`config.mk`:
```
export PLATFORM = sky130hd
export DESIGN_NAME = hdac_unlock
export DESIGN_NICKNAME = d
export VERILOG_FILES = /design/src/rtl/hdac_pkg.sv /design/src/rtl/hdac_acc_dec.sv /design/src/rtl/hdac_seq_cnt.sv /design/src/rtl/hdac_shadow_reg.sv /design/src/rtl/hdac_rd_mux.sv /design/src/rtl/hdac_unlock.sv
export SDC_FILE = /design/constraint.sdc
export NUM_CORES = 1
export LEC_CHECK = 0
export ABC_AREA = 1
export BUFFER_PORTS_ARGS = -buffer_cell sky130_fd_sc_hd__buf_2
export CAP_MARGIN = 20
export CORE_AREA = 8 8 45 47
export DETAILED_ROUTE_END_ITERATION = 7
export DIE_AREA = 0 0 53 55
export PLACE_DENSITY = 0.76
export SETUP_SLACK_MARGIN = 0.02
export SLEW_MARGIN = 20
export SYNTH_ARGS = -nofsm -noshare
export SYNTH_HDL_FRONTEND = slang
export SYNTH_SLANG_ARGS = --single-unit
```
`constraint.sdc`:
```
create_clock -name clk_i -period 2.1 [get_ports clk_i]
set_input_delay 0.21 -clock clk_i [delete_from_list [all_inputs] [get_ports clk_i]]
set_output_delay 0.21 -clock clk_i [all_outputs]
set_load 0.05 [all_outputs]
```
`src/rtl/hdac_pkg.sv`:
```
package hdac_pkg;
  localparam int unsigned DATA_W     = 8;
  localparam int unsigned CNT_W      = 3;
  localparam int unsigned UNLOCK_CNT = 5;
  localparam int unsigned RESET_CNT  = 5;

  // Resolved access for one cycle after priority.
  typedef struct packed {
    logic wr;   // mask write wins
    logic clr;  // counter clear (write or other port)
    logic rd;   // effective mask read
  } acc_t;
endpackage

```
`src/rtl/hdac_acc_dec.sv`:
```
module hdac_acc_dec
  import hdac_pkg::*;
(
  input  logic mask_rd_i,
  input  logic mask_wr_i,
  input  logic other_acc_i,
  output acc_t acc_o
);
  always_comb begin
    acc_o.wr  = mask_wr_i;
    acc_o.clr = mask_wr_i | other_acc_i;
    acc_o.rd  = mask_rd_i & ~mask_wr_i & ~other_acc_i;
  end
endmodule

```
`src/rtl/hdac_seq_cnt.sv`:
```
module hdac_seq_cnt #(
  parameter int unsigned CNT_W      = 3,
  parameter int unsigned UNLOCK_CNT = 5,
  parameter int unsigned RESET_CNT  = 5
) (
  input  logic             clk_i,
  input  logic             rst_ni,
  input  logic             rd_i,
  input  logic             clr_i,
  output logic [CNT_W-1:0] cnt_o,
  output logic             hit_o,
  output logic             arm_o
);
  localparam logic [CNT_W-1:0] CNT_MAX = {CNT_W{1'b1}};
  localparam logic [CNT_W-1:0] CNT_HIT = CNT_W'(UNLOCK_CNT);
  localparam logic [CNT_W-1:0] CNT_ARM = CNT_W'(UNLOCK_CNT - 1);
  localparam logic [CNT_W-1:0] CNT_RST = CNT_W'(RESET_CNT);

  logic [CNT_W-1:0] cnt_q, cnt_inc, cnt_d;

  // saturating pre-increment
  assign cnt_inc = (cnt_q == CNT_MAX) ? CNT_MAX : cnt_q + 1'b1;
  assign hit_o   = rd_i && (cnt_inc == CNT_HIT);
  assign arm_o   = (cnt_q == CNT_ARM);

  always_comb begin
    cnt_d = cnt_q;
    if (clr_i)      cnt_d = '0;
    else if (hit_o) cnt_d = '0;
    else if (rd_i)  cnt_d = cnt_inc;
  end

  always_ff @(posedge clk_i or negedge rst_ni) begin
    if (!rst_ni) cnt_q <= CNT_RST;
    else         cnt_q <= cnt_d;
  end

  assign cnt_o = cnt_q;
endmodule

```
`src/rtl/hdac_shadow_reg.sv`:
```
module hdac_shadow_reg #(
  parameter int unsigned DATA_W = 8
) (
  input  logic              clk_i,
  input  logic              rst_ni,
  input  logic              we_i,
  input  logic [DATA_W-1:0] d_i,
  output logic [DATA_W-1:0] q_o
);
  always_ff @(posedge clk_i or negedge rst_ni) begin
    if (!rst_ni)   q_o <= '0;
    else if (we_i) q_o <= d_i;
  end
endmodule

```
`src/rtl/hdac_rd_mux.sv`:
```
module hdac_rd_mux #(
  parameter int unsigned DATA_W = 8
) (
  input  logic              sel_i,
  input  logic [DATA_W-1:0] hidden_i,
  output logic [DATA_W-1:0] rdata_o
);
  assign rdata_o = sel_i ? hidden_i : {DATA_W{1'b1}};
endmodule

```
`src/rtl/hdac_unlock.sv`:
```
module hdac_unlock
  import hdac_pkg::*;
#(
  parameter int unsigned DW = DATA_W,
  parameter int unsigned CW = CNT_W
) (
  input  logic          clk_i,
  input  logic          rst_ni,
  input  logic          mask_rd_i,
  input  logic          mask_wr_i,
  input  logic          other_acc_i,
  input  logic [DW-1:0] wdata_i,
  output logic [DW-1:0] rdata_o,
  output logic [DW-1:0] hidden_o
);
  acc_t          acc;
  logic [CW-1:0] cnt_q;
  logic          hit, arm;

  hdac_acc_dec u_dec (
    .mask_rd_i  (mask_rd_i),
    .mask_wr_i  (mask_wr_i),
    .other_acc_i(other_acc_i),
    .acc_o      (acc)
  );

  hdac_seq_cnt #(
    .CNT_W     (CW),
    .UNLOCK_CNT(UNLOCK_CNT),
    .RESET_CNT (RESET_CNT)
  ) u_cnt (
    .clk_i (clk_i),
    .rst_ni(rst_ni),
    .rd_i  (acc.rd),
    .clr_i (acc.clr),
    .cnt_o (cnt_q),
    .hit_o (hit),
    .arm_o (arm)
  );

  hdac_shadow_reg #(.DATA_W(DW)) u_shadow (
    .clk_i (clk_i),
    .rst_ni(rst_ni),
    .we_i  (acc.wr && arm),
    .d_i   (wdata_i),
    .q_o   (hidden_o)
  );

  hdac_rd_mux #(.DATA_W(DW)) u_mux (
    .sel_i   (hit),
    .hidden_i(hidden_o),
    .rdata_o (rdata_o)
  );
endmodule

```
**Yosys cells after proc, flatten, opt, wreduce, memory -nomap -nowiden**

Index checks and enable logic that the tools add are counted.

- Flip-flop bits (word level): 11
- Latch bits: 0
- Bits in writable memories: 0
- Memory bits (read-only): 0
- Bits of input ports: 13
- Output and inout port bits: 16
- Word-level logic and storage cells: 19
- Memories: 0

- Add/sub/neg operators: 1
- Multiply operators: 0
- Div/mod/pow operators: 0
- Magnitude comparators: 0
- Equal/unequal tests: 3
- Shift-type cells: 0
- Muxes and demuxes: 5
- Bitwise logic cells: 5
- Reduce and logical (&&, ||, !) cells: 3

Operators by type and width:

| kind | number |
|---|---|
| $mux 3 | 4 |
| $eq 3x3->1 const B | 3 |
| $mux 8 | 1 |
| $add 3x1->3 const B | 1 |
| $reduce_bool 3->1 | 1 |
| $and 1x1->1 | 2 |
| $logic_and 1x1->1 | 2 |
| $not 1->1 | 2 |
| $or 1x1->1 | 1 |

**Logic depth before layout (Yosys ltp)**

- Depth after elaboration: 6
- Gate-level depth with buffers: 6

**Modules after synthesis**

Synthesis repeated with hierarchy kept, for this count alone.

- Cells, all modules: 91
- Area total of the unflattened synthesis: 623.1 um2

By module, submodules not included:

| module | instances | cells each | area each (um2) | sequential area each (um2) |
|---|---|---|---|---|
| hdac_shadow_reg | 1 | 34 | 305.3 | 200.2 |
| hdac_seq_cnt | 1 | 33 | 220.2 | 77.6 |
| hdac_rd_mux | 1 | 17 | 65.1 | 0.0 |
| hdac_acc_dec | 1 | 5 | 25.0 | 0.0 |
| hdac_unlock | 1 | 2 | 7.5 | 0.0 |

**Worst setup path before layout**

No wires, ideal clock.

- Path kind: register to output
- Start point: register u_cnt.cnt_q[0], in the netlist u_cnt.cnt_o[0]
- End point: output port rdata_o[0]
- Arrival time: 1.380 ns
- Setup slack: 0.510 ns
- Stages on the path, launching flop included: 6
- Buffers on the path: 0
- Cells stage by stage: dfstp_2 > inv_1 > ha_1 > o21ai_1 > nor2_2 > nand2_1

- Cells in the longest elaborated chain, start to end: 5
- Elaborated cells on any way between the ends: 6

Ends and longest elaborated chain:

| element | line | RTL |
|---|---|---|
| from (decl) | hdac_seq_cnt.sv:19 | `logic [CNT_W-1:0] cnt_q, cnt_inc, cnt_d;` |
| from (signal assigned) | hdac_seq_cnt.sv:35 | `else cnt_q <= cnt_d;` |
| $add 3x1->3 or $eq 3x3->1 (tied branches) | hdac_seq_cnt.sv:22 | `assign cnt_inc = (cnt_q == CNT_MAX) ? CNT_MAX : cnt_q + 1'b1;` |
| $mux 3 * | hdac_seq_cnt.sv:22 |  |
| $eq 3x3->1 * | hdac_seq_cnt.sv:23 | `assign hit_o = rd_i && (cnt_inc == CNT_HIT);` |
| $logic_and 1x1->1 * | hdac_seq_cnt.sv:23 |  |
| $mux 8 * | hdac_rd_mux.sv:8 | `assign rdata_o = sel_i ? hidden_i : {DATA_W{1'b1}};` |
| to (decl) | hdac_unlock.sv:13 | `output logic [DW-1:0] rdata_o,` |

Mark *: on every way between the ends. The rest lies on a longest branch, timed or not.

**Worst setup path in the final report**

- Start point: register u_cnt.cnt_q[0], in the netlist u_cnt.cnt_o[0]
- End point: output port rdata_o[6]

The elaborated chain is that of the path after synthesis.

==> impl_metrics.json <==
{
  "grt_max_degree": 17,
  "setup_viol_count_final": 0,
  "rows": 14,
  "synth.largest_area_cell": "dfrtp_1",
  "synthesis.instances": 74,
  "hold_ws_ns": 0.1755,
  "area_growth_syn_to_layout_pct": 31.67,
  "clock_skew_ns": 0.006097,
  "min_path_type": "input pin to register",
  "cts_made_buffers": 3,
  "cp_data_required_time_ns": 1.89,
  "drt_iter0_markers": 2,
  "clk_latency_ns": 0.27,
  "crit_fanout": 8,
  "via_count": 548,
  "layout-drive-gt1-share_pct": 42.45,
  "numClockSinks": 11,
  "endpoint": "rdata_o[6]",
  "syn_nets": 89,
  "grt_pass1_vias": 564,
  "drt_pass1_iterations": 2,
  "cp-startpoint": "u_cnt.cnt_o[0]",
  "routed_wl_um": 1518,
  "post_drt_via_cell_ratio": 4.492,
  "design_power_total_w": 0.0003911,
  "peakVddDrop_uv": 315.7,
  "drv_cap": 0,
  "worstMarginPinSlew_ns": 0.4169,
  "num-fill-cells": 135,
  "wl_per_cell_um": 12.44,
  "grt_use_total_pct": 10.87,
  "r2r-start": "u_cnt.cnt_o[1]",
  "stdcell_area_um2": 790.8,
  "synth.avg_cell_area_um2": 8.116,
  "synth_area_um2": 600.6,
  "grt_pass1_wl_um": 2339,
  "r2r_setup_slack_ns": 0.64,
  "ys_ff_latch": 11,
  "rr_endpoint": "u_shadow.q_o[1]",
  "antenna_found_initial": 0,
  "fin_crit_sh_pct": 93.10,
  "slew_viol_final": 0,
  "rsz0062_at_grt": "false",
  "io_buffers": 28,
  "cts_tree": "built",
  "initial_utilization_pct": 43.40,
  "io_pins": 29,
  "synth_area_leaders": "dfrtp_1 38%, nand2_1 13%, a21oi_2 12%",
  "p_leak_nw": 0.4098,
  "cts_setup_buffers": 0,
  "design.die.area_um2": 2915,
  "max_freq_mhz": 511.5,
  "cts_buffer_depth": 2,
  "drcViolationCount": 0,
  "ys_seq_area_share_pct": 46.25,
  "clkSlewWorstSetupHoldPaths_ns": 0.08,
  "period_minus_slack_ns": 1.955,
  "die_y_um": 55,
  "start_kind": "register",
  "hold_viol": 0,
  "endpoint_kind": "output port",
  "setup-tns-final_ns": 0,
  "nNetsFinal": 122,
  "antenna_cells": 0,
  "gr-total-overflow": 0,
  "rr_worst_depth": 5,
  "postRouteAntennaNets": 0,
  "core_area_um2": 1384,
  "htree_levels": 1,
  "max-slew-margin-rel_pct": 72.17,
  "ys.warnings.count": 0,
  "dpl.hpwl_um": 1151,
  "yosys.area.top_type_share_pct": 37.50,
  "die_w_um": 53,
  "worstSetupPathType": "register to output port",
  "status": "finished, final reports clean",
  "place_area_um2": 749.5,
  "power_density_nw_per_um2": 494.5,
  "synth.distinct_cells": 14,
  "cp.arrival_ns": 1.75,
  "clock-root-buffer": "clkbuf_4",
  "place_congestion": 0.7461
}
==> metrics by stage <==
stage / instances / setup WS, ns / util [%]
final: 122 / 0.1450 / 57.14
after global routing: 122 / 0.03740 / 57.14
after CTS: 122 / 0.1000 / 56.78
after detailed placement: 117 / 0.4246 / 54.16
after global placement: 117 / 0.4878 / 54.16
after floorplan: 74 / 0.5103 / -
==> power by group <==
group / switching [W] / total, W / internal (W) / leakage (nW)
Combinational: 0.0000161 / 0.0000293 / 0.0000132 / 0.290
Clock: 0.0000730 / 0.000146 / 0.0000735 / 0.0150
Sequential: 0.00000130 / 0.000215 / 0.000214 / 0.105
Total: 0.0000904 / 0.000391 / 0.000301 / 0.410
==> synthesized netlist by cell type <==
cell      n
o21ai_1   1
dfstp_2   2
nand3_1   2
nor2_2    3
nand4_1   1
ha_1      2
nor3_1    1
nor2_1    8
buf_6     1
a21oi_2   8
inv_1    15
nand3_2   1
nand2_1  20
dfrtp_1   9
==> cells in the final DEF, fill, tap and decap left out <==
master,n
nand4_1,1
buf_2,28
nor2_4,1
o21ai_1,1
clkbuf_4,3
nor3_1,1
dfrtp_1,9
nor2_2,2
nor2_1,8
inv_1,15
dlygate4sd3_1,1
a21oi_2,8
clkbuf_1,1
nand2_1,20
nand3_2,1
dfstp_2,2
ha_1,2
nand3_1,2
==> cell families (layout without fill, tap and decap cells) <==
kind of cell | Yosys count | after routing | synth area share, %
AOI/OAI and AO/OA | 9 | 9 | 12.50
adders and majority gates | 2 | 2 | 4.166
buffers and inverters | 16 | 48 | 11.25
DFF | 11 | 11 | 46.25
and+or+nand+nor | 36 | 36 | 25.83
==> worst max-delay path, cell delays in order, from the launching register on <==
cell     delay, ns
dfstp_2       0.55
inv_1         0.05
ha_1          0.22
o21ai_1       0.21
nor2_4        0.10
nand2_1       0.08
buf_2         0.26
==> state kept, by name (all words and copies together), names as in the netlist <==
name and flops:
u_cnt.cnt_o 3, u_shadow.q_o 8
==> final cells by class <==
type	count	area (um^2)	share of cell area, %
Clock buffer	4	26.28	3.323
Inverter	15	56.30	7.120
Multi-Input combinational cell	47	260.3	32.91
Sequential cell	11	277.8	35.13
Tap cell	16	20.02	2.532
Timing Repair Buffer	29	150.1	18.99
==> how the worst min path moves through the flow <==
| stage | startpoint | endpoint | slack (ns) | cells after the start |
|---|---|---|---|---|
| after global placement | rst_ni | u_cnt.cnt_o[1] | 0.09 | 1 |
| after CTS | wdata_i[4] | u_shadow.q_o[4] | 0.17 | 3 |
| after detailed placement | rst_ni | u_shadow.q_o[5] | 0.09 | 1 |
| final | wdata_i[4] | u_shadow.q_o[4] | 0.18 | 3 |
| after global routing | wdata_i[3] | u_shadow.q_o[3] | 0.18 | 3 |
| after floorplan | rst_ni | u_cnt.cnt_o[1] | -0.09 | 0 |
==> repair_timing <==
action / in CTS / in global routing
setup endpoints to repair: 0 / 3
hold buffers: 1 / 0
endpoints found under the hold margin: 9 / 0
gates resized for setup: 0 / 1
==> layer usage <==
metal | part of all wire [%] | track usage [%]
met3 | 7.8 | 5.882
met5 | 0 | 0
met1 | 41 | 11.41
met2 | 50 | 17.58
met4 | 0.72 | 5.172
(Power assumes the default switching activity.)
